===== src/rtl/usbtx_pkg.sv =====
package usbtx_pkg;
    typedef enum logic [1:0] {
        SYM_SE0 = 2'b00,
        SYM_J   = 2'b01,
        SYM_K   = 2'b10
    } sym_e;

    typedef enum logic [1:0] {
        ST_IDLE,
        ST_SYNC,
        ST_DATA,
        ST_EOP
    } st_e;

    localparam logic [1:0] OPM_RAW = 2'b10;
endpackage


===== src/rtl/usbtx_sym_enc.sv =====
// Maps one bit to a line symbol, either raw or NRZI against the previous state.
module usbtx_sym_enc
    import usbtx_pkg::*;
(
    input  logic dat_i,
    input  logic raw_i,
    input  sym_e prev_i,
    output sym_e sym_o
);
    always_comb begin
        if (raw_i) begin
            sym_o = dat_i ? SYM_J : SYM_K;
        end else if (dat_i) begin
            sym_o = prev_i;
        end else begin
            sym_o = (prev_i == SYM_K) ? SYM_J : SYM_K;
        end
    end
endmodule


===== src/rtl/usbtx_sync_gen.sv =====
// Synchronisation symbol by index: alternating K/J, the final one doubled K.
module usbtx_sync_gen
    import usbtx_pkg::*;
#(
    parameter int SYNC_LEN = 8,
    parameter int IW       = 3
) (
    input  logic [IW-1:0] idx_i,
    output sym_e          sym_o
);
    always_comb begin
        if (idx_i == IW'(SYNC_LEN - 1)) begin
            sym_o = SYM_K;
        end else if (idx_i[0]) begin
            sym_o = SYM_J;
        end else begin
            sym_o = SYM_K;
        end
    end
endmodule


===== src/rtl/usbtx_serializer.sv =====
module usbtx_serializer
    import usbtx_pkg::*;
#(
    parameter int BYTE_W    = 8,
    parameter int SYNC_LEN  = 8,
    parameter int STUFF_LEN = 6,
    parameter int EOP_SE0   = 2
) (
    input  logic              clk,
    input  logic              rst_n,
    input  logic              tx_valid_i,
    input  logic [BYTE_W-1:0] tx_data_i,
    input  logic [1:0]        opmode_i,
    output logic              tx_ready_o,
    output logic [1:0]        line_o
);
    localparam int CNT_A   = (BYTE_W > SYNC_LEN) ? BYTE_W : SYNC_LEN;
    localparam int CNT_MAX = (CNT_A > EOP_SE0 + 1) ? CNT_A : EOP_SE0 + 1;
    localparam int CW      = (CNT_MAX > 2) ? $clog2(CNT_MAX) : 1;
    localparam int OW      = $clog2(STUFF_LEN + 1);

    typedef struct packed {
        st_e               st;
        logic [CW-1:0]     cnt;
        logic [BYTE_W-1:0] sh;
        logic [OW-1:0]     ones;
        logic              raw;   // packet began in raw mode: no framing
        logic              err;   // raw entered mid-packet: error flag
        sym_e              line;
    } regs_t;

    regs_t s_q, s_d;
    logic  take;

    logic              op_raw;
    logic              raw_emit;
    logic [BYTE_W-1:0] sh_shift;
    logic              cur_bit;
    logic              stuff_due;
    sym_e              data_sym;
    sym_e              stuff_sym;
    sym_e              sync_sym;

    assign op_raw    = (opmode_i == OPM_RAW);
    assign raw_emit  = s_q.raw | s_q.err | op_raw;
    assign sh_shift  = s_q.sh >> s_q.cnt;
    assign cur_bit   = sh_shift[0];
    assign stuff_due = (s_q.ones == OW'(STUFF_LEN));

    usbtx_sym_enc u_data_enc (
        .dat_i (cur_bit),
        .raw_i (raw_emit),
        .prev_i(s_q.line),
        .sym_o (data_sym)
    );

    usbtx_sym_enc u_stuff_enc (
        .dat_i (1'b0),
        .raw_i (1'b0),
        .prev_i(s_q.line),
        .sym_o (stuff_sym)
    );

    usbtx_sync_gen #(
        .SYNC_LEN(SYNC_LEN),
        .IW      (CW)
    ) u_sync (
        .idx_i(s_q.cnt),
        .sym_o(sync_sym)
    );

    always_comb begin
        s_d  = s_q;
        take = 1'b0;
        unique case (s_q.st)
            ST_IDLE: begin
                s_d.line = SYM_J;
                s_d.cnt  = '0;
                s_d.ones = '0;
                s_d.err  = 1'b0;
                s_d.raw  = 1'b0;
                if (tx_valid_i) begin
                    if (op_raw) begin
                        take     = 1'b1;
                        s_d.sh   = tx_data_i;
                        s_d.raw  = 1'b1;
                        s_d.st   = ST_DATA;
                    end else begin
                        s_d.st   = ST_SYNC;
                    end
                end
            end
            ST_SYNC: begin
                s_d.line = sync_sym;
                s_d.err  = s_q.err | op_raw;
                if (s_q.cnt == CW'(SYNC_LEN - 1)) begin
                    s_d.cnt = '0;
                    if (tx_valid_i) begin
                        take   = 1'b1;
                        s_d.sh = tx_data_i;
                        s_d.st = ST_DATA;
                    end else begin
                        s_d.st = ST_EOP;
                    end
                end else begin
                    s_d.cnt = s_q.cnt + 1'b1;
                end
            end
            ST_DATA: begin
                s_d.err = s_q.err | (op_raw & ~s_q.raw);
                if (!raw_emit && stuff_due) begin
                    s_d.line = stuff_sym;
                    s_d.ones = '0;
                end else begin
                    s_d.line = data_sym;
                    s_d.ones = (raw_emit || !cur_bit) ? '0 : s_q.ones + 1'b1;
                    if (s_q.cnt == CW'(BYTE_W - 1)) begin
                        s_d.cnt = '0;
                        if (tx_valid_i) begin
                            take   = 1'b1;
                            s_d.sh = tx_data_i;
                        end else begin
                            s_d.st = s_q.raw ? ST_IDLE : ST_EOP;
                        end
                    end else begin
                        s_d.cnt = s_q.cnt + 1'b1;
                    end
                end
            end
            ST_EOP: begin
                if (s_q.cnt == '0 && stuff_due) begin
                    s_d.line = stuff_sym;
                    s_d.ones = '0;
                end else if (s_q.cnt < CW'(EOP_SE0)) begin
                    s_d.line = SYM_SE0;
                    s_d.cnt  = s_q.cnt + 1'b1;
                end else begin
                    s_d.line = SYM_J;
                    s_d.cnt  = '0;
                    s_d.st   = ST_IDLE;
                end
            end
            default: s_d.st = ST_IDLE;
        endcase
    end

    always_ff @(posedge clk) begin
        if (!rst_n) begin
            s_q <= '{st: ST_IDLE, cnt: '0, sh: '0, ones: '0,
                     raw: 1'b0, err: 1'b0, line: SYM_J};
        end else begin
            s_q <= s_d;
        end
    end

    assign tx_ready_o = take;
    assign line_o     = s_q.line;
endmodule


===== config.mk =====
export PLATFORM = sky130hd
export DESIGN_NAME = usbtx_serializer
export DESIGN_NICKNAME = d
export VERILOG_FILES = /design/src/rtl/usbtx_pkg.sv /design/src/rtl/usbtx_sym_enc.sv /design/src/rtl/usbtx_sync_gen.sv /design/src/rtl/usbtx_serializer.sv
export SDC_FILE = /design/constraint.sdc
export NUM_CORES = 1
export LEC_CHECK = 0
export BUFFER_PORTS_ARGS = -buffer_cell sky130_fd_sc_hd__clkbuf_2
export CAP_MARGIN = 10
export CORE_ASPECT_RATIO = 1.2
export CORE_MARGIN = 5
export CORE_UTILIZATION = 60
export DETAILED_ROUTE_END_ITERATION = 8
export GPL_TIMING_DRIVEN = 0
export HOLD_SLACK_MARGIN = 0.02
export PLACE_DENSITY = 0.9
export SYNTH_ARGS = -nofsm -noshare
export SYNTH_HDL_FRONTEND = slang
export SYNTH_SLANG_ARGS = --single-unit

===== constraint.sdc =====
create_clock -name clk -period 4.4 [get_ports clk]
set_input_delay 0.22 -clock clk [delete_from_list [all_inputs] [get_ports clk]]
set_output_delay 0.22 -clock clk [all_outputs]
set_load 0.05 [all_outputs]

==> results of run 1 <==
worst max-delay path: cells and delay by family (launching register included):
family / cells / cell delay, ps
fa+ha+maj: 1 / 240
simple gates: 1 / 160
compound gates: 1 / 170
flops: 1 / 350
buf+inv: 3 / 800
per-layer routing:
metal / vias up / global-route usage [%] / wire (µm)
li1: 573 / - / -
met1: 538 / 20.9 / 1080
met2: 38 / 37.8 / 1430
met3: 5 / 3.19 / 159
met4: 0 / 10.2 / 46
met5: - / 0 / 0
sequential cells by signal, indices dropped and copies added, names as in the netlist:
| signal | flops |
|---|---|
| s_q | 18 |
| line_o | 2 |
power by group through the flow:
| stage | Sequential (mW) | Clock [mW] | Combinational (mW) |
|---|---|---|---|
| floorplan | 0.233 | 0 | 0.261 |
| global placement | 0.236 | 0 | 0.310 |
| detailed placement | 0.239 | 0 | 0.321 |
| CTS | 0.235 | 0.0879 | 0.323 |
| global route | 0.240 | 0.0969 | 0.354 |
| finish | 0.234 | 0.0843 | 0.324 |
through the flow:
| step | area (µm²) | utilization, % | setup WS, ps | cells |
|---|---|---|---|---|
| after global routing | 1430 | 69.2 | 2000 | 200 |
| after detailed placement | 1410 | 68.1 | 2400 | 197 |
| after floorplan | 1300 | - | 2100 | 152 |
| final | 1430 | 69.2 | 2160 | 200 |
| after CTS | 1430 | 69.2 | 2180 | 200 |
| after global placement | 1410 | 68.1 | 2510 | 197 |
cell usage after synthesis, types with 2 or more instances:
cell and n:
nor2_1 18, inv_1 8, a21oi_1 13, a221o_1 2, mux2i_1 14, nand2b_1 5
clkbuf_1 3, nand4b_1 2, o21ai_0 2, nand2_1 10, a21o_1 3, nor3_1 5
a22oi_1 2, nand4_1 2, dfxtp_1 20, buf_4 3, nand3_1 5, ha_1 10
layout make-up:
type / count / area [µm²] / share of cell area [%]
Multi-Input combinational cell: 115 / 815 / 56.8
Sequential cell: 20 / 400 / 27.9
Timing Repair Buffer: 15 / 75.1 / 5.24
Buffer: 8 / 50.0 / 3.49
Tap cell: 30 / 37.5 / 2.62
Inverter: 9 / 33.8 / 2.36
Clock buffer: 3 / 22.5 / 1.57
cells by family (layout without fill, tap and decap cells):
group / after synthesis / in the layout / share of synthesized area (%)
compound gates: 32 / 32 / 17.8
fa+ha+maj: 10 / 10 / 9.63
buf+inv: 17 / 35 / 6.45
flops: 20 / 20 / 30.8
mux: 14 / 14 / 10.8
simple gates: 59 / 59 / 24.5
worst max-delay path by stage:
| stage | slack [ps] | startpoint | cells after the start | endpoint |
|---|---|---|---|---|
| after floorplan | 2100 | s_q[18] | 5 | tx_ready_o |
| after global placement | 2510 | s_q[18] | 8 | s_q[18] |
| after detailed placement | 2400 | s_q[18] | 8 | s_q[18] |
| after CTS | 2180 | s_q[19] | 6 | tx_ready_o |
| after global routing | 2000 | s_q[19] | 6 | tx_ready_o |
| final | 2160 | s_q[19] | 6 | tx_ready_o |
==> results_dict.tcl, run 1 <==
set metrics [dict create \
    synth_cell_types 43 \
    period_share_pct 50.9 \
    timing.rr.end "s_q[18]" \
    io_pins 16 \
    grt_pass1_vias 1183 \
    startpoint_type "flop" \
    ys_ff_latch 20 \
    max-cap-violations 0 \
    final_cell_mix "20 x dfxtp_1, 18 x nor2_1, 15 x clkbuf_2" \
    holdPathEnd "s_q[13]" \
    netlist_area_um2 1300 \
    required_ps 4180 \
    fp-row-count 18 \
    grt_max_degree 11 \
    p_seq_share_pct 36.4 \
    cp_cell_sequence "inv_1 -> ha_1 -> clkbuf_1 -> a22oi_1 -> nor3_1 -> clkbuf_2" \
    ctsRootBufferMaster "clkbuf_4" \
    drv_slew 0 \
    internal-power_mw 0.378 \
    numCtsBuffers 3 \
    worst-slew-pin-transition_ps 409 \
    synth-edff-count 0 \
    clockBufferDepth 2 \
    clock_latency_ps 300 \
    vdd_ir_drop_max_v 0.000249 \
    grt_pass1_wl_um 4770 \
    postSynthAreaPerCell_um2 8.54 \
    layout_commonest_cell "dfxtp_1" \
    leakage_nw 0.628 \
    antenna_found_initial 0 \
    die_w_um 52.5 \
    clock_power_share_pct 13.1 \
    relSlewSlack_pct 72.0 \
    dr.pass1.iters 4 \
    crit_type "reg2out" \
    layout-drive-gt1-share_pct 17.6 \
    hold_buffers 0 \
    max_freq_mhz 446 \
    via_per_inst 5.77 \
    reg2regPathDepth 8 \
    setup_viol_count_final 0 \
    num_vias 1154 \
    cts_setup_buffers 0 \
    run_status "finished clean" \
    synth_ff_type "dfxtp_1" \
    gr-total-overflow 0 \
    setup_tns_ps 0 \
    htreeDepth 1 \
    wl_per_cell_um 13.6 \
    min_path_cells 3 \
    gp_congestion 0.960 \
    die_h_um 61.0 \
    ys_top_cells_by_area "dfxtp_1 31%, mux2i_1 11%, ha_1 9.6%" \
    start_util_pct 62.7 \
    end_kind "primary output" \
    fin_skew_ps 3.63 \
    syn2layout_area_growth_pct 10.4 \
    coreArea_um2 2070 \
    grt_usage_pct 19.9 \
    drc 0 \
    switchingPower_mw 0.264 \
    synth_top_area_share_pct 30.8 \
    yosys.area.top_type "dfxtp_1" \
    syn_nets 175 \
    nets 195 \
    post-route-min-period_ps 2240 \
    cts_resized 0 \
    rsz0062_at_grt "no" \
    path_clk_slew_ps 100 \
    critPathMaxStageDelay_ps 380 \
    dp_hpwl_um 2120 \
    n_antenna_cell 0 \
    fin_hold_ws_ps 146 \
    clock-sinks 20 \
    ys_seq_area_share_pct 30.8 \
    io_buffers 15 \
    worstPathMaxFanout 10 \
    arrival_ps 2020 \
    synthCells 152 \
    die-area_um2 3200 \
    nFillCells 185 \
    final_antenna_net_count 0 \
    min-delay-path-class "in2reg" \
    power_density_nw_per_um2 448 \
    cts_tree "done" \
    ys_warn_count 0 \
    swShare_pct 41.1 \
    p_comb_share_pct 50.5 \
    synth-async-reset-ratio_pct 0 \
    r2r_slack_ps 2380 \
    min-delay-start "tx_data_i[6]" \
    finalPower_mw 0.643 \
    initialDrtViolationCount 12 \
    worst_path_max_delay_cell "clkbuf_1" \
    reg2reg_from "s_q[18]" \
    hold_viol 0 \
    drt-total-wl_um 2720 \
]
Note: power is estimated with default switching activity, not from simulation.
==> run 2: changes to the inputs <==
--- a/config.mk
+++ b/config.mk
@@ -9,11 +9,11 @@
 export CAP_MARGIN = 10
 export CORE_ASPECT_RATIO = 1.2
 export CORE_MARGIN = 5
-export CORE_UTILIZATION = 60
+export CORE_UTILIZATION = 57
 export DETAILED_ROUTE_END_ITERATION = 8
 export GPL_TIMING_DRIVEN = 0
 export HOLD_SLACK_MARGIN = 0.02
-export PLACE_DENSITY = 0.9
+export PLACE_DENSITY = 0.87
 export SYNTH_ARGS = -nofsm -noshare
 export SYNTH_HDL_FRONTEND = slang
 export SYNTH_SLANG_ARGS = --single-unit
==> constraint.sdc (replaced) <==
create_clock -name clk -period 2.2 [get_ports clk]
set_input_delay 0.11 -clock clk [delete_from_list [all_inputs] [get_ports clk]]
set_output_delay 0.11 -clock clk [all_outputs]
set_load 0.05 [all_outputs]
==> results_dict.tcl, run 2 (synthesis results as in run 1) <==
set metrics [dict create \
    critPathBufInv 1 \
    clock_latency_ps 300 \
    layout_commonest_cell "dfxtp_1" \
    via_per_inst 5.79 \
    final_cell_mix "20 x dfxtp_1, 18 x nor2_1, 16 x clkbuf_2" \
    hold_viol 0 \
    placed_cell_area_um2 1410 \
    drc 0 \
    max-cap-violations 0 \
    rsz0062_at_grt "no" \
    layout-drive-gt1-share_pct 18.3 \
    final_cells 200 \
    required_ps 2430 \
    dpl_worst_slack_ps 185 \
    worstPathMaxFanout 10 \
    ctsRootBufferMaster "clkbuf_4" \
    post-route-min-period_ps 1960 \
    gr-total-overflow 0 \
    grt_pass1_wl_um 4830 \
    cp_top_family "compound AO/OA/AOI/OAI gates" \
    initialDrtViolationCount 26 \
    critPathMaxStageDelay_ps 420 \
    htreeDepth 1 \
    gp_congestion 0.889 \
    run_status "finished clean" \
    path_depth 7 \
    num_vias 1157 \
    numCtsBuffers 3 \
    post-route-util_pct 64.1 \
    period_share_pct 89.0 \
    drt-total-wl_um 2770 \
    crit_end "s_q[18]" \
    dp_cells 198 \
    drv_slew 0 \
    leakage_nw 0.629 \
    reg2regPathDepth 7 \
    r2r_slack_ps 240 \
    n_antenna_cell 0 \
    crit_type "reg2reg" \
    antenna_found_initial 0 \
    end_kind "flop" \
    reg2reg_from "s_q[18]" \
    dp_hpwl_um 2150 \
    relSlewSlack_pct 69.0 \
    fin_skew_ps 1.62 \
    worst-slew-pin-transition_ps 453 \
    vdd_ir_drop_max_v 0.000612 \
    coreArea_um2 2230 \
    die_h_um 62.3 \
    grt_max_degree 11 \
    setup_tns_ps 0 \
    cts_tree "done" \
    max_freq_mhz 511 \
    io_buffers 15 \
    cts_setup_buffers 0 \
    final_cell_area_um2 1430 \
    timing.rr.end "s_q[18]" \
    grt_pass1_vias 1144 \
    fp-row-count 19 \
    final_antenna_net_count 0 \
    cp_cell_sequence "inv_1 -> ha_1 -> nor2_1 -> o21a_1 -> nand4_1 -> a221o_1 -> a21oi_1" \
    io_pins 16 \
    syn2layout_area_growth_pct 10.3 \
    dr.pass1.iters 4 \
    die_w_um 53.6 \
    largest_reg_flops 18 \
    setup_viol_count_final 0 \
    cp-startpoint "s_q[18]" \
    start_util_pct 58.1 \
    min-delay-path-class "in2reg" \
    die-area_um2 3340 \
    power_density_nw_per_um2 902 \
    layout_setup_ws_ps 241 \
    nets 194 \
    fin_hold_ws_ps 37.9 \
    finalPower_mw 1.29 \
    worst_path_max_delay_cell "dfxtp_1" \
    clock-sinks 20 \
    arrival_ps 2190 \
    path_clk_slew_ps 100 \
    clockBufferDepth 2 \
    largest-register "s_q" \
    wl_per_cell_um 13.8 \
    grt_usage_pct 18.8 \
    startpoint_type "flop" \
]
## run 2: cell types whose count changed in the layout (fill, tap and decap cells not counted)
cell      change
clkbuf_1      -2
clkbuf_2      +1
## run 2: report_power, final
group / total [mW] / leakage, nW / switching, mW / internal [mW]
sequential: 0.466 / 0.162 / 0.0418 / 0.424
clock: 0.168 / 0.0138 / 0.104 / 0.0639
combinational: 0.659 / 0.453 / 0.385 / 0.274
## run 2: how the worst min path moves through the flow
| stage | start | end | slack [ps] | cells after the start |
|---|---|---|---|---|
| floorplan | rst_n | line_o[0] | 220 | 1 |
| global placement | tx_data_i[1] | s_q[8] | 340 | 3 |
| detailed placement | tx_data_i[4] | s_q[11] | 350 | 3 |
| CTS | tx_data_i[4] | s_q[11] | 40 | 3 |
| global route | tx_data_i[3] | s_q[10] | 40 | 3 |
| finish | tx_data_i[4] | s_q[11] | 40 | 3 |
## run 2: worst min-delay path: stages
cell and delay [ps]:
clkbuf_2 70, mux2i_1 50, nor2_1 70
## run 2: layout make-up
cell class,instances,area (µm²)
well taps,31,38.8
clock buffers,3,22.5
inverters,9,33.8
fillers,216,802
plain buffers,7,47.5
flip-flops and latches,20,400
multi-input cells,115,815
repair buffers,15,75.1
## run 2: layer usage
layer	global-route usage (%)	up-vias	wire (µm)
met2	32.2	35	1430
li1	-	573	-
met5	0	-	0
met4	7.99	0	40
met1	22.2	544	1160
met3	3.11	5	139
## run 2: repair_timing
item	4_1_cts	5_1_grt
setup endpoints to repair	0	3
hold buffers	0	0
gates resized for setup	0	2
==> run 3: changes to the inputs <==
--- a/config.mk
+++ b/config.mk
@@ -8,12 +8,12 @@
 export BUFFER_PORTS_ARGS = -buffer_cell sky130_fd_sc_hd__clkbuf_2
 export CAP_MARGIN = 10
 export CORE_ASPECT_RATIO = 1.2
-export CORE_MARGIN = 5
 export CORE_UTILIZATION = 57
 export DETAILED_ROUTE_END_ITERATION = 8
 export GPL_TIMING_DRIVEN = 0
 export HOLD_SLACK_MARGIN = 0.02
 export PLACE_DENSITY = 0.87
+export RECOVER_POWER = 25
 export SYNTH_ARGS = -nofsm -noshare
 export SYNTH_HDL_FRONTEND = slang
 export SYNTH_SLANG_ARGS = --single-unit
==> results_dict.tcl, run 3 (synthesis results as in run 1) <==
set metrics [dict create \
    required_ps 2090 \
    grt_util_met2_pct 44.3 \
    via_per_inst 5.77 \
    worst_path_max_delay_cell "dfxtp_1" \
    grt_pass1_vias 1050 \
    final_antenna_net_count 0 \
    drv_slew 0 \
    cts_setup_buffers 0 \
    post-route-min-period_ps 1970 \
    grt_usage_pct 23.6 \
    clockBufferDepth 2 \
    period_share_pct 89.3 \
    io_buffers 15 \
    setup_tns_ps 0 \
    dp_hpwl_um 2080 \
    layout-drive-gt1-share_pct 16.6 \
    numCtsBuffers 3 \
    dr.pass1.iters 4 \
    n_antenna_cell 0 \
    use_met3_pct 3.96 \
    power_density_nw_per_um2 908 \
    final_cell_area_um2 1420 \
    max-cap-violations 0 \
    hold_viol 0 \
    coreArea_um2 2090 \
    gp_congestion 0.903 \
    cp_cell_sequence "inv_1 -> ha_1 -> clkbuf_2 -> a22oi_1 -> nor3_1 -> clkbuf_2" \
    placed_cell_area_um2 1410 \
    syn2layout_area_growth_pct 9.44 \
    fin_hold_ws_ps 33.7 \
    io_pins 16 \
    drc 0 \
    die-area_um2 2470 \
    dp_cells 197 \
    start_util_pct 62.0 \
    worst-slew-pin-transition_ps 594 \
    use_met1_pct 25.0 \
    clock_latency_ps 300 \
    clock-sinks 20 \
    grt_pass1_wl_um 4280 \
    nets 194 \
    ctsRootBufferMaster "clkbuf_4" \
    final-seq-area_um2 400 \
    final_cells 199 \
    die_w_um 45.6 \
    grt_max_degree 11 \
    vdd_ir_drop_max_v 0.000561 \
    fin_skew_ps 3.75 \
    cpMostUsedCell "clkbuf_2" \
    largest_reg_flops 18 \
    relSlewSlack_pct 60.6 \
    die_h_um 54.3 \
    leakage_nw 0.623 \
    startpoint_type "flop" \
    worstPathMaxFanout 10 \
    path_clk_slew_ps 110 \
    initialDrtViolationCount 37 \
    multiInputGateArea_um2 807 \
    htreeDepth 1 \
    setup_viol_count_final 0 \
    nFillCells 188 \
    finalPower_mw 1.29 \
    antenna_found_initial 0 \
    fp-row-count 18 \
    wl_per_cell_um 13.5 \
    end_kind "primary output" \
    largest-register "s_q" \
    gr-total-overflow 0 \
    rsz0062_at_grt "no" \
    drt-total-wl_um 2680 \
    grt_busiest_layer "met2" \
    run_status "finished clean" \
    critPathMaxStageDelay_ps 370 \
    arrival_ps 1860 \
    layout_commonest_cell "dfxtp_1" \
    crit_type "reg2out" \
    num_vias 1148 \
    max_freq_mhz 509 \
    cts_tree "done" \
    final_cell_mix "20 x dfxtp_1, 18 x nor2_1, 14 x clkbuf_2, 14 x mux2i_1, 13 x a21oi_1" \
    min-delay-path-class "in2reg" \
]
run 3: cell counts in the layout (fill, tap and decap cells not counted):
No cell type changed its count.
run 3: final cells by class:
| type | count | area share [%] |
|---|---|---|
| timing repair buffer | 15 | 5.11 |
| inverter | 9 | 2.38 |
| buffer | 7 | 3.35 |
| sequential | 20 | 28.2 |
| clock buffer | 3 | 1.58 |
| multi-input combinational | 115 | 56.8 |
| tap | 30 | 2.64 |
run 3: final timing paths:
check | start | to | slack, ps | depth (start not counted)
worst min-delay path | tx_data_i[2] | s_q[9] | 30 | 3
worst max register to register | s_q[18] | s_q[18] | 270 | 7
worst min register to register | s_q[2] | s_q[2] | 510 | 2
worst max-delay path | s_q[18] | tx_ready_o | 230 | 6
run 3: metal layers:
metal	vias to the layer above	part of all wire [%]
met3	7	4.6
met4	0	2.1
met2	34	51
li1	573	-
met1	534	43
met5	-	0
run 3: what timing repair did:
action | in CTS | in global routing
hold buffers | 0 | 0
setup endpoints to repair | 0 | 1
gates resized for setup | 0 | 2
hold endpoints to repair | 0 | 0
run 3: where the power goes:
| part | switching [mW] | internal, mW | total, mW |
|---|---|---|---|
| registers | 0.0476 | 0.424 | 0.472 |
| logic | 0.373 | 0.270 | 0.643 |
| clock network | 0.111 | 0.0637 | 0.175 |
run 3: per-stage QoR:
| stage | util, % | setup slack (ps) |
|---|---|---|
| 2_1_floorplan | - | 13.3 |
| 3_3_place_gp | 67.4 | 327 |
| 3_5_place_dp | 67.4 | 189 |
| 4_1_cts | 68.5 | 68.7 |
| 5_1_grt | 67.9 | 77.0 |
| 6_report | 67.9 | 235 |
run 3: critical path, delay by kind of cell, from the launching register on:
family	cells	cell delay (ps)
AOI/OAI and AO/OA	1	130
buffers and inverters	3	670
adders and majority gates	1	240
DFF	1	370
and+or+nand+nor	1	140
